--- src/rtl/corr5_pkg.sv ---
// Shared structural constants of the dual-rate correlation filter.
// Assumes: window of five taps, two lanes (even and odd centre) per clock.
package corr5_pkg;
    localparam int TAPS  = 5;
    localparam int LANES = 2;
    localparam int HIST  = TAPS - 1;          // samples kept from earlier pairs
    localparam int WIN   = TAPS + LANES - 1;  // samples seen by both lanes
endpackage

--- src/rtl/corr5_window.sv ---
// Window stage: tracks the pair number inside a frame, keeps the last four
// samples, holds the active weight set and registers stage 1 of the pipe.
// Assumes FRAME_LEN is a power of two and pairs are aligned to even samples.
module corr5_window
    import corr5_pkg::*;
#(
    parameter int SAMPLE_W  = 10,
    parameter int COEF_W    = 8,
    parameter int FRAME_LEN = 256,
    parameter int IDX_W     = $clog2(FRAME_LEN),
    parameter int INIT_A    = 1,
    parameter int INIT_B    = 2,
    parameter int INIT_C    = 4,
    parameter int INIT_D    = 2,
    parameter int INIT_E    = 1
) (
    input  logic                     clk,
    input  logic                     rst_n,
    input  logic                     in_valid,
    input  logic                     frame_start,
    input  logic [SAMPLE_W-1:0]      in_s0,
    input  logic [SAMPLE_W-1:0]      in_s1,
    input  logic                     coef_load,
    input  logic signed [COEF_W-1:0] coef_new [TAPS],
    output logic                     s1_valid,
    output logic                     s1_edge,
    output logic [IDX_W-1:0]         s1_base,
    output logic [SAMPLE_W-1:0]      s1_win [WIN],
    output logic signed [COEF_W-1:0] s1_coef [TAPS]
);
    localparam int PAIRS  = FRAME_LEN / 2;
    localparam int PAIR_W = IDX_W - 1;
    localparam logic [PAIR_W-1:0] LAST_PAIR = PAIR_W'(PAIRS - 1);
    localparam logic [IDX_W-1:0]  TAIL_BASE = IDX_W'(FRAME_LEN - 2);
    localparam logic signed [COEF_W-1:0] INIT_SET [TAPS] = '{
        COEF_W'(INIT_A), COEF_W'(INIT_B), COEF_W'(INIT_C),
        COEF_W'(INIT_D), COEF_W'(INIT_E)};

    logic [PAIR_W-1:0]         cnt_q;
    logic [PAIR_W-1:0]         pair_k;
    logic                      tail_q;
    logic                      emit_pair;
    logic                      last_pair;
    logic [IDX_W-1:0]          pair_base;
    logic [SAMPLE_W-1:0]       hist_q [HIST];
    logic signed [COEF_W-1:0]  coef_q [TAPS];
    logic signed [COEF_W-1:0]  coef_eff [TAPS];

    // Decode the number of the incoming pair and what it emits.
    always_comb begin
        pair_k    = frame_start ? '0 : cnt_q;
        emit_pair = in_valid && (pair_k != '0);
        last_pair = in_valid && (pair_k == LAST_PAIR);
        pair_base = {pair_k - PAIR_W'(1), 1'b0};
    end

    // A strobe in this cycle already applies to the pair in this cycle.
    always_comb begin
        for (int t = 0; t < TAPS; t++)
            coef_eff[t] = coef_load ? coef_new[t] : coef_q[t];
    end

    // Pair counter: restarts on frame_start, wraps after the last pair.
    always_ff @(posedge clk) begin
        if (!rst_n)        cnt_q <= '0;
        else if (in_valid) cnt_q <= (pair_k == LAST_PAIR) ? '0 : pair_k + PAIR_W'(1);
    end

    // Flag the trailing edge output one cycle after the last pair.
    always_ff @(posedge clk) begin
        if (!rst_n) tail_q <= 1'b0;
        else        tail_q <= last_pair;
    end

    // Sample history: the two previous pairs, oldest first.
    always_ff @(posedge clk) begin
        if (!rst_n) begin
            for (int h = 0; h < HIST; h++) hist_q[h] <= '0;
        end else if (in_valid) begin
            hist_q[0] <= hist_q[2];
            hist_q[1] <= hist_q[3];
            hist_q[2] <= in_s0;
            hist_q[3] <= in_s1;
        end
    end

    // Active weight set, replaced as a whole on the strobe.
    always_ff @(posedge clk) begin
        if (!rst_n) begin
            for (int t = 0; t < TAPS; t++) coef_q[t] <= INIT_SET[t];
        end else if (coef_load) begin
            for (int t = 0; t < TAPS; t++) coef_q[t] <= coef_new[t];
        end
    end

    // Stage 1 control: valid, edge marker and base index.
    always_ff @(posedge clk) begin
        if (!rst_n) begin
            s1_valid <= 1'b0;
            s1_edge  <= 1'b0;
            s1_base  <= '0;
        end else begin
            s1_valid <= emit_pair || tail_q;
            s1_edge  <= tail_q || (emit_pair && (pair_k == PAIR_W'(1)));
            s1_base  <= tail_q ? TAIL_BASE : pair_base;
        end
    end

    // Stage 1 data: six-sample window and a snapshot of the weights.
    always_ff @(posedge clk) begin
        if (!rst_n) begin
            for (int w = 0; w < WIN; w++)  s1_win[w]  <= '0;
            for (int t = 0; t < TAPS; t++) s1_coef[t] <= INIT_SET[t];
        end else begin
            if (in_valid) begin
                for (int h = 0; h < HIST; h++) s1_win[h] <= hist_q[h];
                s1_win[HIST]     <= in_s0;
                s1_win[HIST + 1] <= in_s1;
            end
            for (int t = 0; t < TAPS; t++) s1_coef[t] <= coef_eff[t];
        end
    end

    // The last pair of a frame is followed by exactly one zero edge output.
    assert_tail_after_last_R4: assert property (@(posedge clk) disable iff (!rst_n)
        last_pair |-> ##2 (s1_valid && s1_edge && s1_base == TAIL_BASE));

    // Idle input never creates stage 1 work except the trailing output.
    assert_idle_quiet_R5: assert property (@(posedge clk) disable iff (!rst_n)
        (!in_valid && !tail_q) |=> !s1_valid);

    // Weights change only on the strobe.
    for (genvar t = 0; t < TAPS; t++) begin : g_coef_chk
        assert_coef_hold_R6: assert property (@(posedge clk) disable iff (!rst_n)
            !coef_load |=> $stable(coef_q[t]));
    end
endmodule

--- src/rtl/corr5_lane.sv ---
// One arithmetic lane: stage 2 forms five signed products, stage 3 adds them.
// Assumes unsigned samples, signed weights, ACC_W >= SAMPLE_W+COEF_W+3.
module corr5_lane
    import corr5_pkg::*;
#(
    parameter int SAMPLE_W = 10,
    parameter int COEF_W   = 8,
    parameter int ACC_W    = SAMPLE_W + COEF_W + 3
) (
    input  logic                     clk,
    input  logic                     rst_n,
    input  logic                     edge_in,
    input  logic [SAMPLE_W-1:0]      samp [TAPS],
    input  logic signed [COEF_W-1:0] coef [TAPS],
    output logic signed [ACC_W-1:0]  sum_q
);
    localparam int P_W = SAMPLE_W + COEF_W + 1;

    logic signed [P_W-1:0]   s_ext [TAPS];
    logic signed [P_W-1:0]   c_ext [TAPS];
    logic signed [P_W-1:0]   prod_q [TAPS];
    logic signed [ACC_W-1:0] acc;
    logic                    all_nonneg;
    logic                    all_nonpos;

    // Widen operands: samples zero-extended, weights sign-extended.
    always_comb begin
        for (int t = 0; t < TAPS; t++) begin
            s_ext[t] = {{(P_W-SAMPLE_W){1'b0}}, samp[t]};
            c_ext[t] = {{(P_W-COEF_W){coef[t][COEF_W-1]}}, coef[t]};
        end
    end

    // Stage 2: products, forced to zero for frame-edge positions.
    always_ff @(posedge clk) begin
        if (!rst_n) begin
            for (int t = 0; t < TAPS; t++) prod_q[t] <= '0;
        end else begin
            for (int t = 0; t < TAPS; t++)
                prod_q[t] <= edge_in ? '0 : s_ext[t] * c_ext[t];
        end
    end

    // Adder tree input: sign-extend each product to the accumulator width.
    always_comb begin
        acc        = '0;
        all_nonneg = 1'b1;
        all_nonpos = 1'b1;
        for (int t = 0; t < TAPS; t++) begin
            acc = acc + {{(ACC_W-P_W){prod_q[t][P_W-1]}}, prod_q[t]};
            if (prod_q[t][P_W-1])  all_nonneg = 1'b0;
            if (prod_q[t] > 0)     all_nonpos = 1'b0;
        end
    end

    // Stage 3: registered sum.
    always_ff @(posedge clk) begin
        if (!rst_n) sum_q <= '0;
        else        sum_q <= acc;
    end

    // Edge positions reach the output as zero two stages later.
    assert_edge_zero_R4: assert property (@(posedge clk) disable iff (!rst_n)
        edge_in |-> ##2 (sum_q == '0));

    // The sum never wraps: its sign agrees with uniformly signed products.
    assert_no_overflow_R9: assert property (@(posedge clk) disable iff (!rst_n)
        all_nonneg |=> !sum_q[ACC_W-1]);
    assert_no_underflow_R9: assert property (@(posedge clk) disable iff (!rst_n)
        all_nonpos |=> (sum_q <= 0));
endmodule

--- src/rtl/corr5_filter.sv ---
// Top: dual-rate five-tap centred correlation filter. Feeds the window stage
// into one arithmetic lane per centre and carries valid and index alongside.
// Assumes a frame of FRAME_LEN samples delivered as FRAME_LEN/2 pairs.
module corr5_filter
    import corr5_pkg::*;
#(
    parameter int SAMPLE_W  = 10,
    parameter int COEF_W    = 8,
    parameter int FRAME_LEN = 256,
    parameter int IDX_W     = $clog2(FRAME_LEN),
    parameter int ACC_W     = SAMPLE_W + COEF_W + 3,
    parameter int INIT_A    = 1,
    parameter int INIT_B    = 2,
    parameter int INIT_C    = 4,
    parameter int INIT_D    = 2,
    parameter int INIT_E    = 1
) (
    input  logic                     clk,
    input  logic                     rst_n,
    input  logic                     in_valid,
    input  logic                     frame_start,
    input  logic [SAMPLE_W-1:0]      in_s0,
    input  logic [SAMPLE_W-1:0]      in_s1,
    input  logic                     coef_load,
    input  logic signed [COEF_W-1:0] coef_a,
    input  logic signed [COEF_W-1:0] coef_b,
    input  logic signed [COEF_W-1:0] coef_c,
    input  logic signed [COEF_W-1:0] coef_d,
    input  logic signed [COEF_W-1:0] coef_e,
    output logic                     out_valid,
    output logic [IDX_W-1:0]         out_index,
    output logic signed [ACC_W-1:0]  out_y0,
    output logic signed [ACC_W-1:0]  out_y1
);
    logic signed [COEF_W-1:0] coef_in [TAPS];
    logic                     s1_valid;
    logic                     s1_edge;
    logic [IDX_W-1:0]         s1_base;
    logic [SAMPLE_W-1:0]      s1_win [WIN];
    logic signed [COEF_W-1:0] s1_coef [TAPS];
    logic                     s2_valid;
    logic [IDX_W-1:0]         s2_idx;
    logic [SAMPLE_W-1:0]      lane_win [LANES][TAPS];
    logic signed [ACC_W-1:0]  lane_sum [LANES];

    assign coef_in[0] = coef_a;
    assign coef_in[1] = coef_b;
    assign coef_in[2] = coef_c;
    assign coef_in[3] = coef_d;
    assign coef_in[4] = coef_e;

    corr5_window #(
        .SAMPLE_W(SAMPLE_W), .COEF_W(COEF_W), .FRAME_LEN(FRAME_LEN), .IDX_W(IDX_W),
        .INIT_A(INIT_A), .INIT_B(INIT_B), .INIT_C(INIT_C),
        .INIT_D(INIT_D), .INIT_E(INIT_E)
    ) u_window (
        .clk(clk), .rst_n(rst_n), .in_valid(in_valid), .frame_start(frame_start),
        .in_s0(in_s0), .in_s1(in_s1), .coef_load(coef_load), .coef_new(coef_in),
        .s1_valid(s1_valid), .s1_edge(s1_edge), .s1_base(s1_base),
        .s1_win(s1_win), .s1_coef(s1_coef)
    );

    // One lane per centre; lane L sees window samples L .. L+TAPS-1.
    for (genvar l = 0; l < LANES; l++) begin : g_lane
        for (genvar t = 0; t < TAPS; t++) begin : g_tap
            assign lane_win[l][t] = s1_win[l + t];
        end
        corr5_lane #(
            .SAMPLE_W(SAMPLE_W), .COEF_W(COEF_W), .ACC_W(ACC_W)
        ) u_lane (
            .clk(clk), .rst_n(rst_n), .edge_in(s1_edge),
            .samp(lane_win[l]), .coef(s1_coef), .sum_q(lane_sum[l])
        );
    end

    // Valid and index travel beside the two arithmetic stages.
    always_ff @(posedge clk) begin
        if (!rst_n) begin
            s2_valid  <= 1'b0;
            s2_idx    <= '0;
            out_valid <= 1'b0;
            out_index <= '0;
        end else begin
            s2_valid  <= s1_valid;
            s2_idx    <= s1_base;
            out_valid <= s2_valid;
            out_index <= s2_idx;
        end
    end

    assign out_y0 = lane_sum[0];
    assign out_y1 = lane_sum[1];

    // Stage 1 work emerges two clocks later with its index intact.
    assert_pipe_latency_R3: assert property (@(posedge clk) disable iff (!rst_n)
        s1_valid |-> ##2 (out_valid && out_index == $past(s1_base, 2)));

    // Results always start on an even position.
    assert_even_index_R2: assert property (@(posedge clk) disable iff (!rst_n)
        out_valid |-> !out_index[0]);
endmodule

--- config.mk ---
export PLATFORM = sky130hd
export DESIGN_NAME = corr5_filter
export DESIGN_NICKNAME = d
export VERILOG_FILES = /design/src/rtl/corr5_pkg.sv /design/src/rtl/corr5_window.sv /design/src/rtl/corr5_lane.sv /design/src/rtl/corr5_filter.sv
export SDC_FILE = /design/constraint.sdc
export NUM_CORES = 2
export LEC_CHECK = 0
export CAP_MARGIN = 15
export CORE_MARGIN = 2
export CORE_UTILIZATION = 25
export CTS_CLUSTER_DIAMETER = 50
export DETAILED_ROUTE_END_ITERATION = 8
export DONT_BUFFER_PORTS = 1
export HOLD_SLACK_MARGIN = 0.15
export PLACE_DENSITY = 0.35
export SLEW_MARGIN = 20
export SYNTH_ARGS = -nofsm -noshare
export SYNTH_HDL_FRONTEND = slang
export SYNTH_SLANG_ARGS = --single-unit
--- constraint.sdc ---
create_clock -name clk -period 9.9 [get_ports clk]
set_clock_uncertainty 0.1 [all_clocks]
set_input_delay 1.98 -clock clk [delete_from_list [all_inputs] [get_ports clk]]
set_output_delay 1.98 -clock clk [all_outputs]
set_load 0.005 [all_outputs]
* After elaboration in Yosys (flattened, before gate mapping)
Memories as Yosys holds them, arrays and structs flattened. A register that Yosys moved wholly into a read port is not among the register bits.
Index checks and enable logic that the tools add are counted.
** Cells by class
- Multipliers :: 10
- Div/mod/pow operators :: 0
- Add/subtract/negate cells :: 10
- Multiplexer cells :: 40
- Bitwise logic cells :: 19
- $lt $le $gt $ge :: 0
- Shifts and indexed selects :: 0
- Reduce and logical (&&, ||, !) cells :: 13
- Eq/ne operators :: 2
** Operators with widths (number)
- 19-bit 2-to-1 mux :: 20
- 11-bit by 8-bit multiplier with 19-bit output :: 10
- 21-bit adder :: 6
- 8-bit 2-to-1 mux :: 6
- 19-bit by 19-bit adder with 20-bit output :: 2
- 10-bit 2-to-1 mux :: 4
- 1-bit bitwise OR :: 19
- 7-bit 2-to-1 mux :: 2
- 1-bit 2-to-1 mux :: 8
- 7-bit by 1-bit adder with 7-bit output (second input constant) :: 1
- 7-bit by 1-bit equality test with 1-bit output (second input constant) :: 1
- 7-bit equality test (second input constant) :: 1
- 1-bit zero test :: 7
- 7-bit nonzero test :: 1
- 7-bit by 1-bit subtractor with 7-bit output (second input constant) :: 1
- 1-bit logical AND :: 3
- 1-bit logical OR :: 2
** Word-level totals
- RAM bits :: 270
- Output and inout bits :: 51
- Memories kept :: 4
- ROM bits :: 0
- Word-level logic and storage cells :: 113
- Bits in registers :: 118
- Latch bits :: 0
** Memories
- g_lane[0].u_lane.prod_q :: words 5, width 19, rd ports 5, clocked after memory_dff 0, write ports 5, line corr5_lane.sv:21 : logic signed [P_W-1:0] prod_q [TAPS];
- g_lane[1].u_lane.prod_q :: words 5, width 19, rd ports 5, clocked after memory_dff 0, write ports 5, line corr5_lane.sv:21
- u_window.coef_q :: words 5, width 8, rd ports 5, clocked after memory_dff 5, write ports 5, line corr5_window.sv:46 : logic signed [COEF_W-1:0] coef_q [TAPS];
- u_window.hist_q :: words 4, width 10, rd ports 4, clocked after memory_dff 2, write ports 4, line corr5_window.sv:45 : logic [SAMPLE_W-1:0] hist_q [HIST];

* Depth between registers and ports, before layout
- Depth in word-level cells :: 5
- Depth in mapped cells :: 23

* Modules after synthesis
Synthesis repeated with hierarchy kept, for this count alone.
** Second synthesis, totals
- Cell total of the unflattened synthesis :: 4991
- Area, all modules :: 45613.7 um2
** By module, submodules not included
- corr5_lane (g_lane[1].u_lane) :: cells an instance 2182, area each 19218.4 um2, sequential area each 2322.2 um2, instances 1
- corr5_lane (g_lane[0].u_lane) :: cells an instance 2185, area each 19167.1 um2, sequential area each 2322.2 um2, instances 1
- corr5_window :: cells an instance 587, area each 6726.5 um2, sequential area each 4344.2 um2, instances 1
- corr5_filter :: cells an instance 37, area each 501.7 um2, sequential area each 360.3 um2, instances 1

* Worst setup path after synthesis
No wires, ideal clock.
- Kind :: register to register
- Start :: mem g_lane[0].u_lane.prod_q[1][0] (netlist name)
- End :: reg g_lane[0].u_lane.sum_q[17]
- Data arrival time :: 4.866 ns
- Library setup time :: 0.116 ns
- Cell stages (with the launch flop) :: 22
- Path buffers :: 0
- Required time :: 9.684 ns
- Period minus slack after synthesis :: 5.081 ns
- Path slack :: 4.819 ns
- Cells stage by stage :: dfxtp_1 ha_1 fa_1 a211oi_2 nor2_1 o31a_1 o21a_1 o21a_1 or2_1 a21oi_1 xor2_1 fa_1 inv_1 fa_1 ha_1 a21oi_1 o21ai_0 a211oi_1 nor2_1 o31a_1 or3_1 and3_1
** RTL lines
- from (decl) :: line corr5_lane.sv:21
- to (signal assigned) :: line corr5_lane.sv:58 : if (!rst_n) sum_q <= '0;
- to (signal assigned) :: line corr5_lane.sv:59 : else sum_q <= acc;
- to (decl) :: line corr5_lane.sv:15 : output logic signed [ACC_W-1:0] sum_q

==> flow_summary.yaml <==
status:
  run_status: "finished, final reports clean"
die:
  die_w_um: 431
  die_h_um: 431
  dieArea_mm2: 0.185
  rows: 156
  ios: 116
  initial_core_util_pct: 25.2
  core_area_mm2: 0.181
flow_run:
  drv_cap: 0
sta:
  worst_pin_slew_ps: 1070
  setup_violations: 0
  slew_violations: 0
  relSlewSlack_pct: 28.3
  fin_crit_sh_pct: 57.8
  fin_setup_tns_ps: 0
  finalHoldViolCount: 0
  period_needed_ps: 5730
  rsz0062_at_grt: "no"
  fmax_mhz: 175
cells_and_area:
  multi_input_area_mm2: 0.0322
  layout_common_cells: "882 x inv_1, 571 x fa_1, 552 x ha_1"
  n_fill_cell: 19429
  final_layout_size_suffix_gt1_share_pct: 4.97
  final_common_cell: "inv_1"
  area_delta_synth_final_pct: 13.0
  final_cell_area_mm2: 0.0514
  ff_latch_area_mm2: 0.00931
  fin_nets: 6075
clock_network:
  clkTransAtPathRegs_ps: 60
  cts_setup_buffers: 0
  root_buffer: "clkbuf_16"
  cts-htree-levels: 3
  cts_sinks: 445
  cts_repair_resize_count: 0
  cts_tree: "yes"
  hold_buffers: 0
  clk_path_buf_depth: 3
  clkLatencyLatePin_ps: 740
  numCtsBuffers: 93
setup_path:
  path_max_fanout: 15
  crit_path_start: "u_window.s1_coef[31]"
  r2r_end: "g_lane[1].u_lane.prod_q[0][34]"
  cp.buffers_inverters: 4
  critical_path_class: "reg2reg"
  cpLargestDelayFamily: "adder cells"
  cp-start-kind: "flip-flop"
  cp_slowest_cell: "dfxtp_1"
  critPathMostFrequentCell: "fa_1"
  reg2reg_from: "u_window.s1_coef[31]"
  reg2reg_slack_ps: 4170
  crit_required_ps: 10430
  end_kind: "flip-flop"
  cp.arrival_ps: 6260
  slowest_delay_ps: 760
  timing.critical_path.to: "g_lane[1].u_lane.prod_q[0][34]"
  cp_cell_sequence: "clkinv_1 -> fa_1 -> fa_1 -> inv_1 -> fa_1 -> inv_1 -> fa_1 -> inv_1 -> ha_1 -> a21o_1 -> nand2_1 -> or4b_1 -> a31oi_1 -> o21ba_2 -> nand2_1 -> and3_1 -> nor3_1"
  rr_worst_depth: 17
  path_depth: 17
synth:
  netlist_area_mm2: 0.0455
  ys_seq_area_share_pct: 20.5
  synth_edf_count: 40
  synth_nets: 6120
  synth-main-ff-cell: "dfxtp_1"
  synthCells: 4932
  ys_top_cells_by_area: "fa_1 25%, dfxtp_1 18%, ha_1 15%, and2_1 7.4%, inv_1 7.3%"
  synth_area_per_cell_um2: 9.22
  synth_top_area_share_pct: 25.1
  ys_seq_elements: 445
  yosysTopAreaCell: "fa_1"
  ys_warn_count: 0
  async_flop_share_pct: 0
  synth_cell_types: 84
detailed_routing:
  maxUsedRoutingLayer: "met5"
  wl_met1_um: 68800
  drt_iter0_markers: 1293
  route.detailed.drc: 0
  finalWirelength_um: 148000
  wire_per_inst_um: 20.2
  routed_via_density: 4.31
  detail-route-antenna-nets: 0
  dr_wl_met3_um: 4600
  wl_met2_um: 70600
  vias: 31641
  dr.pass1.iters: 5
global_routing:
  grt.total_usage_pct: 16.3
  grt_pass1_wl_um: 224000
  overflow: 0
  antenna_found_initial: 14
  grt_pass1_vias: 34035
  grt_max_degree: 215
pwr:
  power_mw: 7.24
  powerDensity_mw_per_mm2: 141
  peakVddDrop_mv: 0.119
  leakage_nw: 25.4
place:
  gp_congestion: 0.831
  place_area_mm2: 0.0481
  io_buffers: 0
  hpwlAfterDp_um: 116000
hold_path:
  hp-class: "reg2reg"
[cells by family (layout without fill, tap and decap cells)]
family,Yosys count,count (layout),share of synthesized area (%)
compound gates,529,529,7.77
xor+xnor,167,167,3.22
fa+ha+maj,1123,1123,40.3
buf+inv,1076,1111,8.89
flops,445,445,20.5
mux,62,62,1.36
other cells,1,6,0.00824
simple gates,1529,1529,18.0
[registers in the layout, summed over array words and instances, names as in the netlist]
| register | count |
|---|---|
| s2_idx | 7 |
| u_window.hist_q | 40 |
| u_window.cnt_q | 7 |
| g_lane.u_lane.prod_q | 190 |
| u_window.s1_win | 60 |
| u_window.s1_base | 7 |
| g_lane.u_lane.sum_q | 42 |
| out_index | 7 |
| out_valid | 1 |
| u_window.tail_q | 1 |
| u_window.s1_valid | 1 |
| u_window.coef_q | 40 |
| u_window.s1_coef | 40 |
| s2_valid | 1 |
| u_window.s1_edge | 1 |
[power breakdown]
part	leakage [nW]	total (mW)	switching, mW	internal (mW)
clock network	1.56	3.25	1.25	1.99
logic	20.1	1.82	1.12	0.701
registers	3.76	2.18	0.195	1.99
total	25.4	7.24	2.56	4.68
[layer usage]
| layer | vias up | global-route usage, % |
|---|---|---|
| li1 | 15363 | - |
| met1 | 15736 | 21.6 |
| met2 | 378 | 27.7 |
| met3 | 158 | 1.93 |
| met4 | 6 | 4.91 |
| met5 | - | 0 |
[Yosys cell counts, drive strengths merged (106+ instances only)]
| cell | number |
|---|---|
| inv | 884 |
| fa | 571 |
| ha | 552 |
| and2 | 541 |
| dfxtp | 405 |
| nand2 | 321 |
| nor2 | 230 |
| clkbuf | 184 |
| nor2b | 137 |
| a21oi | 133 |
| o21ai | 107 |
| nand2b | 106 |
[worst min path at each step]
stage                                   start           end  slack [ps]  cells past startpoint
after floorplan                     s2_idx[1]  out_index[1]         310                      1
after global placement              s2_idx[3]  out_index[3]         320                      1
after detailed placement            s2_idx[3]  out_index[3]         320                      1
after CTS                 u_window.s1_base[5]     s2_idx[5]         310                      1
after global routing      u_window.s1_base[5]     s2_idx[5]         320                      1
final                     u_window.s1_base[5]     s2_idx[5]         310                      1
[stage by stage]
stage | hold slack, ps | cells | setup slack [ps] | util, %
after floorplan | 312 | 4932 | 4820 | -
after global placement | 318 | 7162 | 4150 | 26.6
after detailed placement | 319 | 7162 | 4060 | 26.6
after CTS | 311 | 7337 | 4100 | 28.4
after global routing | 324 | 7338 | 3810 | 28.4
final | 310 | 7342 | 4170 | 28.4
[area by class of cell]
cell class	count	area share, %
Antenna cell	5	0.0243
Sequential cell	445	18.1
Clock buffer	102	4.67
Inverter	886	6.47
Tap cell	2370	5.77
Multi-Input combinational cell	3411	62.6
Timing Repair Buffer	50	0.730
Clock inverter	73	1.67
(Power assumes the default switching activity.)
